**config.mk**
```make
export PLATFORM = sky130hd
export DESIGN_NAME = sector_sync_tracker
export DESIGN_NICKNAME = d
export VERILOG_FILES = /design/src/rtl/sst_pkg.sv /design/src/rtl/sst_sync_match.sv /design/src/rtl/sst_pos_counter.sv /design/src/rtl/sst_subhdr_errs.sv /design/src/rtl/sector_sync_tracker.sv
export SDC_FILE = /design/constraint.sdc
export NUM_CORES = 1
export LEC_CHECK = 0
export BUFFER_PORTS_ARGS = -buffer_cell sky130_fd_sc_hd__buf_2
export CAP_MARGIN = 20
export CELL_PAD_IN_SITES_DETAIL_PLACEMENT = 1
export CELL_PAD_IN_SITES_GLOBAL_PLACEMENT = 1
export CORE_MARGIN = 2
export CORE_UTILIZATION = 44
export DETAILED_ROUTE_END_ITERATION = 10
export MAX_ROUTING_LAYER = met4
export PLACE_DENSITY = 0.92
export SETUP_SLACK_MARGIN = 0.15
export SYNTH_ARGS = -nofsm -noshare
export SYNTH_HDL_FRONTEND = slang
export SYNTH_HIERARCHICAL = 1
export SYNTH_SLANG_ARGS = --single-unit
```
**constraint.sdc**
```tcl
create_clock -name clk -period 4.05 [get_ports clk]
set_clock_uncertainty 0.05 [all_clocks]
set_input_delay 0.81 -clock clk [delete_from_list [all_inputs] [get_ports clk]]
set_output_delay 0.81 -clock clk [all_outputs]
set_load 0.005 [all_outputs]
```
**src/rtl/sst_pkg.sv**
```systemverilog
package sst_pkg;
  typedef enum logic [1:0] {
    MOD_FULL       = 2'b00,
    MOD_SHORT      = 2'b01,
    MOD_SHORT_SKIP = 2'b10,
    MOD_RSVD       = 2'b11
  } mod_e;

  typedef struct packed {
    logic start;
    logic interp;
    logic skip;
    logic misplace;
  } pos_ev_t;
endpackage

```
**src/rtl/sst_sync_match.sv**
```systemverilog
module sst_sync_match #(
  parameter int SYNC_LEN = 12
) (
  input  logic       clk,
  input  logic       rst_n,
  input  logic       v,
  input  logic [7:0] byte_i,
  output logic       hit
);
  localparam int ST_W = $clog2(SYNC_LEN);
  localparam logic [ST_W-1:0] LAST = ST_W'(SYNC_LEN - 1);

  logic [ST_W-1:0] st, st_n;
  logic mark, fill;

  always_comb begin
    mark = (byte_i == 8'h00);
    fill = (byte_i == 8'hFF);
    hit  = v && (st == LAST) && mark;
    if (st == LAST || st == '0) st_n = mark ? ST_W'(1) : '0;
    else if (fill)              st_n = st + ST_W'(1);
    else                        st_n = mark ? ST_W'(1) : '0;
  end

  always_ff @(posedge clk) begin
    if (!rst_n)  st <= '0;
    else if (v)  st <= st_n;
  end


  match_restart_chk: assert property (@(posedge clk) disable iff (!rst_n)
    hit |=> st == ST_W'(1));
endmodule

```
**src/rtl/sst_pos_counter.sv**
```systemverilog
module sst_pos_counter
  import sst_pkg::*;
#(
  parameter int IDX_W     = 12,
  parameter int LEN_FULL  = 2352,
  parameter int LEN_SHORT = 2064
) (
  input  logic             clk,
  input  logic             rst_n,
  input  logic             v,
  input  logic             det,
  input  logic             flag,
  input  mod_e             mode,
  input  logic             interp_en,
  output pos_ev_t          ev,
  output logic [IDX_W-1:0] idx
);
  localparam logic [IDX_W-1:0] L_FULL  = IDX_W'(LEN_FULL);
  localparam logic [IDX_W-1:0] L_SHORT = IDX_W'(LEN_SHORT);
  localparam logic [IDX_W-1:0] CNT_MAX = '1;

  logic [IDX_W-1:0] cnt, len;
  logic locked, skip_raw, at_edge;

  always_comb begin
    len      = (mode == MOD_SHORT || mode == MOD_SHORT_SKIP) ? L_SHORT : L_FULL;
    skip_raw = v && (mode == MOD_SHORT_SKIP) && flag;
    at_edge  = v && locked && !skip_raw && (cnt == len);
    ev.start    = v && (det || (at_edge && interp_en));
    ev.interp   = ev.start && !det;
    ev.skip     = skip_raw && !ev.start;
    ev.misplace = v && det && locked && (cnt != len);
    idx = ev.start ? '0 : cnt;
  end

  always_ff @(posedge clk) begin
    if (!rst_n) begin
      cnt    <= '0;
      locked <= 1'b0;
    end else if (v) begin
      if (ev.start) begin
        cnt    <= IDX_W'(1);
        locked <= 1'b1;
      end else if (!ev.skip) begin
        if (cnt != CNT_MAX) cnt <= cnt + IDX_W'(1);
        if (at_edge) locked <= 1'b0;
      end
    end
  end


  interp_only_when_nodet_chk: assert property (@(posedge clk) disable iff (!rst_n)
    ev.interp |-> !det && interp_en);

  missed_edge_unlocks_chk: assert property (@(posedge clk) disable iff (!rst_n)
    (at_edge && !det && !interp_en) |=> !locked);
endmodule

```
**src/rtl/sst_subhdr_errs.sv**
```systemverilog
module sst_subhdr_errs #(
  parameter int IDX_W   = 12,
  parameter int SH_BASE = 5,
  parameter int SH_N    = 4
) (
  input  logic             clk,
  input  logic             rst_n,
  input  logic             v,
  input  logic             start,
  input  logic             skip,
  input  logic             flag,
  input  logic             copy1,
  input  logic [IDX_W-1:0] idx,
  output logic [SH_N-1:0]  errs
);
  logic counted;
  assign counted = v && !start && !skip && flag;

  for (genvar k = 0; k < SH_N; k++) begin : g_bit
    localparam logic [IDX_W-1:0] P1 = IDX_W'(SH_BASE + k);
    localparam logic [IDX_W-1:0] P2 = IDX_W'(SH_BASE + SH_N + k);
    logic hit_k;
    assign hit_k = counted && (idx == P1 || (!copy1 && idx == P2));
    always_ff @(posedge clk) begin
      if (!rst_n)     errs[k] <= 1'b0;
      else if (start) errs[k] <= 1'b0;
      else if (hit_k) errs[k] <= 1'b1;
    end
  end


  sh_clear_on_start_chk: assert property (@(posedge clk) disable iff (!rst_n)
    start |=> errs == '0);
endmodule

```
**src/rtl/sector_sync_tracker.sv**
```systemverilog
module sector_sync_tracker
  import sst_pkg::*;
#(
  parameter int IDX_W     = 12,
  parameter int LEN_FULL  = 2352,
  parameter int LEN_SHORT = 2064,
  parameter int SYNC_LEN  = 12,
  parameter int SH_N      = 4
) (
  input  logic             clk,
  input  logic             rst_n,
  input  logic             in_valid,
  output logic             in_ready,
  input  logic [7:0]       in_data,
  input  logic             in_flag,
  input  logic             ext_sync,
  input  logic [1:0]       cfg_mod,
  input  logic             cfg_interp,
  input  logic             cfg_ext_src,
  input  logic             cfg_copy1,
  output logic             out_valid,
  output logic             out_start,
  output logic             out_interp,
  output logic [IDX_W-1:0] out_idx,
  output logic [SH_N-1:0]  sh_err,
  output logic             misplaced
);
  localparam int SH_BASE = SYNC_LEN - 7;

  logic v, pat_hit, det;
  pos_ev_t ev;
  logic [IDX_W-1:0] idx;

  assign in_ready = 1'b1;
  assign v   = in_valid && in_ready;
  assign det = cfg_ext_src ? (v && ext_sync) : pat_hit;

  sst_sync_match #(.SYNC_LEN(SYNC_LEN)) u_match (
    .clk(clk), .rst_n(rst_n), .v(v), .byte_i(in_data), .hit(pat_hit));

  sst_pos_counter #(.IDX_W(IDX_W), .LEN_FULL(LEN_FULL), .LEN_SHORT(LEN_SHORT)) u_cnt (
    .clk(clk), .rst_n(rst_n), .v(v), .det(det), .flag(in_flag),
    .mode(mod_e'(cfg_mod)), .interp_en(cfg_interp), .ev(ev), .idx(idx));

  sst_subhdr_errs #(.IDX_W(IDX_W), .SH_BASE(SH_BASE), .SH_N(SH_N)) u_sh (
    .clk(clk), .rst_n(rst_n), .v(v), .start(ev.start), .skip(ev.skip),
    .flag(in_flag), .copy1(cfg_copy1), .idx(idx), .errs(sh_err));

  always_ff @(posedge clk) begin
    if (!rst_n) begin
      out_valid  <= 1'b0;
      out_start  <= 1'b0;
      out_interp <= 1'b0;
      out_idx    <= '0;
      misplaced  <= 1'b0;
    end else begin
      out_valid <= v;
      if (v) begin
        out_start  <= ev.start;
        out_interp <= ev.interp;
        out_idx    <= idx;
      end else begin
        out_start  <= 1'b0;
        out_interp <= 1'b0;
      end
      if (ev.misplace) misplaced <= 1'b1;
    end
  end


  interp_implies_start_chk: assert property (@(posedge clk) disable iff (!rst_n)
    out_interp |-> out_start);

  start_at_zero_chk: assert property (@(posedge clk) disable iff (!rst_n)
    out_start |-> out_idx == '0 && out_valid);

  misplaced_sticky_chk: assert property (@(posedge clk) disable iff (!rst_n)
    misplaced |=> misplaced);

  idle_no_output_chk: assert property (@(posedge clk) disable iff (!rst_n)
    !in_valid |=> !out_valid && !out_start);
endmodule

```
# After elaboration in Yosys (flattened, before gate mapping)
# Cells that the tools add are included.
dict set report word_totals {
  reg_bits 37
  latchBits 0
  mem_bits_rw 0
  romBits 0
  in_bits 18
  output_inout_bits 21
  word_cells 89
  n_memories 0
}
dict set report op_classes {
  addsub 2
  multipliers 0
  div 0
  magnitude_cmp 0
  n_eq_ne 16
  shift 0
  muxes 12
  bitwise_logic 1
  reduce_logical 46
}
# operator count
set op_table {}
lappend op_table {{== test 12 x 4 -> 1 bit, second input constant} 5}
lappend op_table {{two-way mux 12 bit} 4}
lappend op_table {{== test 12 x 3 -> 1 bit, second input constant} 3}
lappend op_table {{logical AND 1 bit} 26}
lappend op_table {{adder 12 x 1 -> 12 bit, second input constant} 1}
lappend op_table {{== test 12 bit} 1}
lappend op_table {{inequality test 12 bit} 1}
lappend op_table {{inequality test 12 bit, second input constant} 1}
lappend op_table {{two-way mux 9 bit} 1}
lappend op_table {{== test 8 bit, second input constant} 1}
lappend op_table {{logical NOT 8 bit} 1}
lappend op_table {{two-way mux 4 bit} 2}
lappend op_table {{logical OR 1 bit} 7}
lappend op_table {{AND reduction 3 bit} 2}
lappend op_table {{logical NOT 1 bit} 5}
lappend op_table {{two-way mux 1 bit} 5}
lappend op_table {{adder 4 x 1 -> 4 bit, second input constant} 1}
lappend op_table {{== test 4 bit, second input constant} 1}
lappend op_table {{logical NOT 4 bit} 1}
lappend op_table {{nonzero test 2 bit} 2}
lappend op_table {{== test 2 x 1 -> 1 bit, second input constant} 1}
lappend op_table {{== test 2 bit, second input constant} 1}
lappend op_table {{inequality test 2 x 1 -> 1 bit, second input constant} 1}
lappend op_table {{AND reduction 2 bit} 1}
lappend op_table {{2 further kinds} 2}

# Logic depth before layout (Yosys ltp)
dict set report depth {
  depth_word 15
  depth_mapped 13
  ltp_nobuf 12
}

# Modules after synthesis
# The synthesis kept the hierarchy.
# module instances cells_per_inst area_per_inst_um2 seq_area_each_um2
set by_module_without_submodules {}
lappend by_module_without_submodules {sst_pos_counter 1 113 912.1 260.2}
lappend by_module_without_submodules {sector_sync_tracker 1 52 605.6 320.3}
lappend by_module_without_submodules {sst_sync_match 1 36 282.8 80.1}
lappend by_module_without_submodules {sst_subhdr_errs 1 25 234.0 80.1}

# Worst setup path after synthesis
# Ideal clock, no wire load.
dict set report synth_path {
  path_type {input to register}
  from {input cfg_mod[0]}
  to {register u_sh.errs[1]}
  setup_time_ns 0.069
  arrival_time_ns 2.916
  required_ns 3.931
  setup_slack_ns 1.015
  cell_stages 10
  n_path_buf 1
  cell_sequence {inv_1 > ha_1 > or3_4 > a2111oi_4 > a21boi_4 > buf_6 > and2_1 > nor4_4 > nand4_1 > o21ai_1}
}
dict set report synth_between {
  elab_cells_between_ends 26
  classes_between {eq/ne (5); mux (2); reduce/logical (19)}
}
# element line
set synth_lines {}
lappend synth_lines {{from (decl)} sector_sync_tracker.sv:17} ;# input logic [1:0] cfg_mod,
lappend synth_lines {{parallel branches: the longest is 5 deep, another holds == test 12 bit} n/a}
lappend synth_lines {{logical AND 1 bit (*)} sst_pos_counter.sv:28} ;# at_edge = v && locked && !skip_raw && (cnt == len);
lappend synth_lines {{logical AND 1 bit (*)} sst_pos_counter.sv:29} ;# ev.start = v && (det || (at_edge && interp_en));
lappend synth_lines {{logical OR 1 bit (*)} sst_pos_counter.sv:29}
lappend synth_lines {{logical AND 1 bit (*)} sst_pos_counter.sv:29}
lappend synth_lines {{two-way mux 12 bit (*)} sst_pos_counter.sv:33} ;# idx = ev.start ? '0 : cnt;
lappend synth_lines {{via idx[8]} sector_sync_tracker.sv:32} ;# logic [IDX_W-1:0] idx;
lappend synth_lines {{== test 12 x 4 -> 1 bit} sst_subhdr_errs.sv:23} ;# assign hit_k = counted && (idx == P1 || (!copy1 && idx == P2));
lappend synth_lines {{logical AND 1 bit} sst_subhdr_errs.sv:23}
lappend synth_lines {{logical OR 1 bit (*)} sst_subhdr_errs.sv:23}
lappend synth_lines {{logical AND 1 bit (*)} sst_subhdr_errs.sv:23}
lappend synth_lines {{to (signal, indexed assignment)} sst_subhdr_errs.sv:25} ;# if (!rst_n) errs[k] <= 1'b0;
lappend synth_lines {{to (signal, indexed assignment)} sst_subhdr_errs.sv:26} ;# else if (start) errs[k] <= 1'b0;
lappend synth_lines {{to (signal, indexed assignment)} sst_subhdr_errs.sv:27} ;# else if (hit_k) errs[k] <= 1'b1;
lappend synth_lines {{to (decl)} sst_subhdr_errs.sv:14} ;# output logic [SH_N-1:0] errs
# Mark *: on every way through the listed nets, which the timed path passes.
# A chain may end at the register's enable or synchronous reset.

# Worst setup path in the final report
# Ends and elaborated chain as after synthesis.

==> metrics.cfg <==
[run_status]
status = complete, no violations

[worst_setup_path]
critPathMaxFanout = 19
slowest_stage = a2111oi_4
path_buf_inv = 2
cp_top_family = simple AND/OR/NAND/NOR gates
worstPathRequired_ps = 4220
path_cells = buf_2 > inv_1 > ha_1 > or3_4 > a2111oi_4 > a21boi_4 > and2_1 > nor4_4 > nand4_1 > o21ai_1
arrival_ps = 3220
crit_path_start_kind = input pin
slowest_delay_ps = 500
cp-end-kind = register
worstSetupPathType = input pin to register

[clock_tree]
cts_buffers = 5
htree_levels = 2
clkTransAtPathRegs_ps = 70
cts_root_buf = clkbuf_8
postCtsSetupRepairBufs = 0
cts_hold_buffers = 0
cts_tree = yes
clk_latency_ps = 290
clkSinkCount = 37
clockBufferDepth = 2
cts_resized = 0

[job]
maxCapViolCount = 0

[synthesis]
ys_seq_area_share_pct = 36.41
synth_seq_cells = 37
synth_common_cells = 37 x dfxtp_1, 20 x nand2_1, 15 x nand4_1, 14 x nor2b_1, 13 x inv_1
yosysTopAreaCell = dfxtp_1
yosysMostFrequentCell = dfxtp_1
yosysWarnings = 6
ys_top_cells_by_area = dfxtp_1 36%, mux2i_1 5.9%, nand4_1 4.6%
synth_fp_nets = 249
synth_flop_cell = dfxtp_1
synthArstFlopShare_pct = 0
synth.top_cell.area_share_pct = 36.41
synthesis.area_sq_um = 2034
synth_edf_count = 0
synth.avg_cell_area_sq_um = 9.002
yosysUniqueCellTypes = 50
syn_inst = 226

[detailed_routing]
wl_per_cell_microns = 16.28
drt_iter0_drc = 49
ant_nets = 0
viasPerCell = 5.739
vias = 1825
drc = 0
dr.pass1.iters = 4
drt_wl_total_microns = 5176

[die]
coreArea_sq_um = 4414
die_w_microns = 72
fp.dieH_microns = 72
row_count = 24
dieArea_sq_um = 5184
start_util_pct = 46.09
io-pin-count = 39

[timing]
rsz0062_at_grt = false
setup_viol = 0
relSlewSlack_pct = 60.95
period_minus_slack_ps = 3043
hold_viol = 0
fin_crit_sh_pct = 75.14
fin_tns_setup_ps = 0
worstMarginPinSlew_ps = 585.8
fin_hold_ws_ps = 396.0
max_freq_mhz = 328.6
slew_viol_final = 0

[global_routing]
antenna_found_initial = 0
grt_pass1_vias = 1893
track_usage_pct = 22.07
grt_pass1_wl_microns = 8818
grt_max_degree = 38
grt_overflow_total = 0

[power]
p_sw_mw = 0.1720
p_leak_nw = 0.9618
ir_worst_vdd_uv = 134.1
p_seq_share_pct = 54.0
p_int_mw = 0.5153
p_clk_share_pct = 36.0
switching_share_pct = 25.03
p_comb_share_pct = 10.0
power_density_nw_per_um2 = 296.0

[min_path]
min_path_type = register to register

[cells_and_area]
final_area_sq_um = 2322
drive_above_1_share_pct = 24.44
finalNetCount = 288
area_growth_pct = 14.15
insertedDiodeCount = 0

[placed_design]
gp_congestion = 0.8525
io_buffers = 37
dpl_cell_area_sq_um = 2240
dp_hpwl_microns = 3931

[worst register-to-register path: cells and delay by family, from the launching register on]
kind,cells,cell delay (ps)
buffers and inverters,2,250
AO/OA/AOI/OAI,3,560
flip-flops,1,380
AND/OR/NAND/NOR,6,1110
adder cells (fa/ha/maj),1,220
[cell families (layout without fill, tap and decap cells)]
kind of cell | after synthesis | in the layout | synth area share, %
adder cells (fa/ha/maj) | 5 | 5 | 3.075
other | 1 | 1 | 0.1843
flip-flops | 37 | 37 | 36.41
AO/OA/AOI/OAI | 39 | 39 | 14.39
buffers and inverters | 21 | 61 | 5.720
AND/OR/NAND/NOR | 110 | 110 | 33.58
multiplexers | 13 | 13 | 6.642
[metrics by stage]
| stage | cells | setup slack (ps) | util (%) | power, mW |
|---|---|---|---|---|
| 2_1_floorplan | 226 | 1015 | - | 0.4236 |
| 3_3_place_gp | 310 | 836.6 | 50.74 | 0.4444 |
| 3_5_place_dp | 310 | 731.9 | 50.74 | 0.4480 |
| 4_1_cts | 318 | 1024 | 52.61 | 0.6961 |
| 5_1_grt | 318 | 640.7 | 52.61 | 0.7209 |
| 6_report | 318 | 1007 | 52.61 | 0.6873 |
[area by class of cell]
| class | instances | area [sq um] |
|---|---|---|
| clock buffers | 6 | 72.57 |
| clock inverters | 2 | 10.01 |
| fillers | 541 | 2092 |
| inverters | 13 | 48.80 |
| multi-input cells | 168 | 1177 |
| flip-flops and latches | 37 | 740.7 |
| well taps | 52 | 65.06 |
| repair buffers | 40 | 207.7 |
[power groups by stage]
stage	sequential, mW	combinational [mW]	clock (mW)
detailed placement	0.380	0.0683	0
global placement	0.379	0.0652	0
global route	0.371	0.0758	0.274
CTS	0.371	0.0687	0.256
floorplan	0.379	0.0447	0
finish	0.371	0.0685	0.248
[path summary, 6_finish.rpt]
kind | from | end | slack [ps] | cells past startpoint
max reg2reg | u_match/st[1]$_SDFFE_PN0P_ | u_sh/errs[1]$_SDFFE_PP0P_ | 1410 | 12
min reg2reg | u_sh/errs[3]$_SDFFE_PP0P_ | u_sh/errs[3]$_SDFFE_PP0P_ | 400 | 2
max | cfg_mod[0] | u_sh/errs[1]$_SDFFE_PP0P_ | 1010 | 10
min | u_sh/errs[3]$_SDFFE_PP0P_ | u_sh/errs[3]$_SDFFE_PP0P_ | 400 | 2
[metal layers]
layer  vias to the layer above  global-route usage (%)  part of all wire (%)  routed length (microns)
met2                        40                   39.81                    52                     2694
met3                        10                   4.028                   3.7                      193
met4                         0                   6.080                   1.6                       84
li1                        888                       -                     -                        -
met5                         -                       -                     0                        0
met1                       887                   24.98                    43                     2203
[sequential cells by signal, summed over array words and instances (netlist names)]
signal	cells
u_cnt/cnt	12
u_sh/errs	4
out_interp	1
out_valid	1
u_cnt/locked	1
misplaced	1
out_idx	12
out_start	1
u_match/st	4
[cell usage in the layout, fill, tap and decap left out, types with 3 or more instances in the layout]
cell      instances
and4_1            3
a31oi_1           4
and2_1            7
nand3_1          11
and2_2            6
nand2b_1          3
nor2b_1          14
buf_2            37
o21ai_0           8
nor3b_1           3
ha_1              5
a21oi_1           3
buf_4             3
nand2_1          20
nor4_1            3
mux2i_1          12
nand4_1          15
clkbuf_8          5
nor2_1           10
dfxtp_1          37
o31ai_1           7
inv_1            13
o21ai_1           4
No activity file was read; power rests on OpenSTA's default activity.
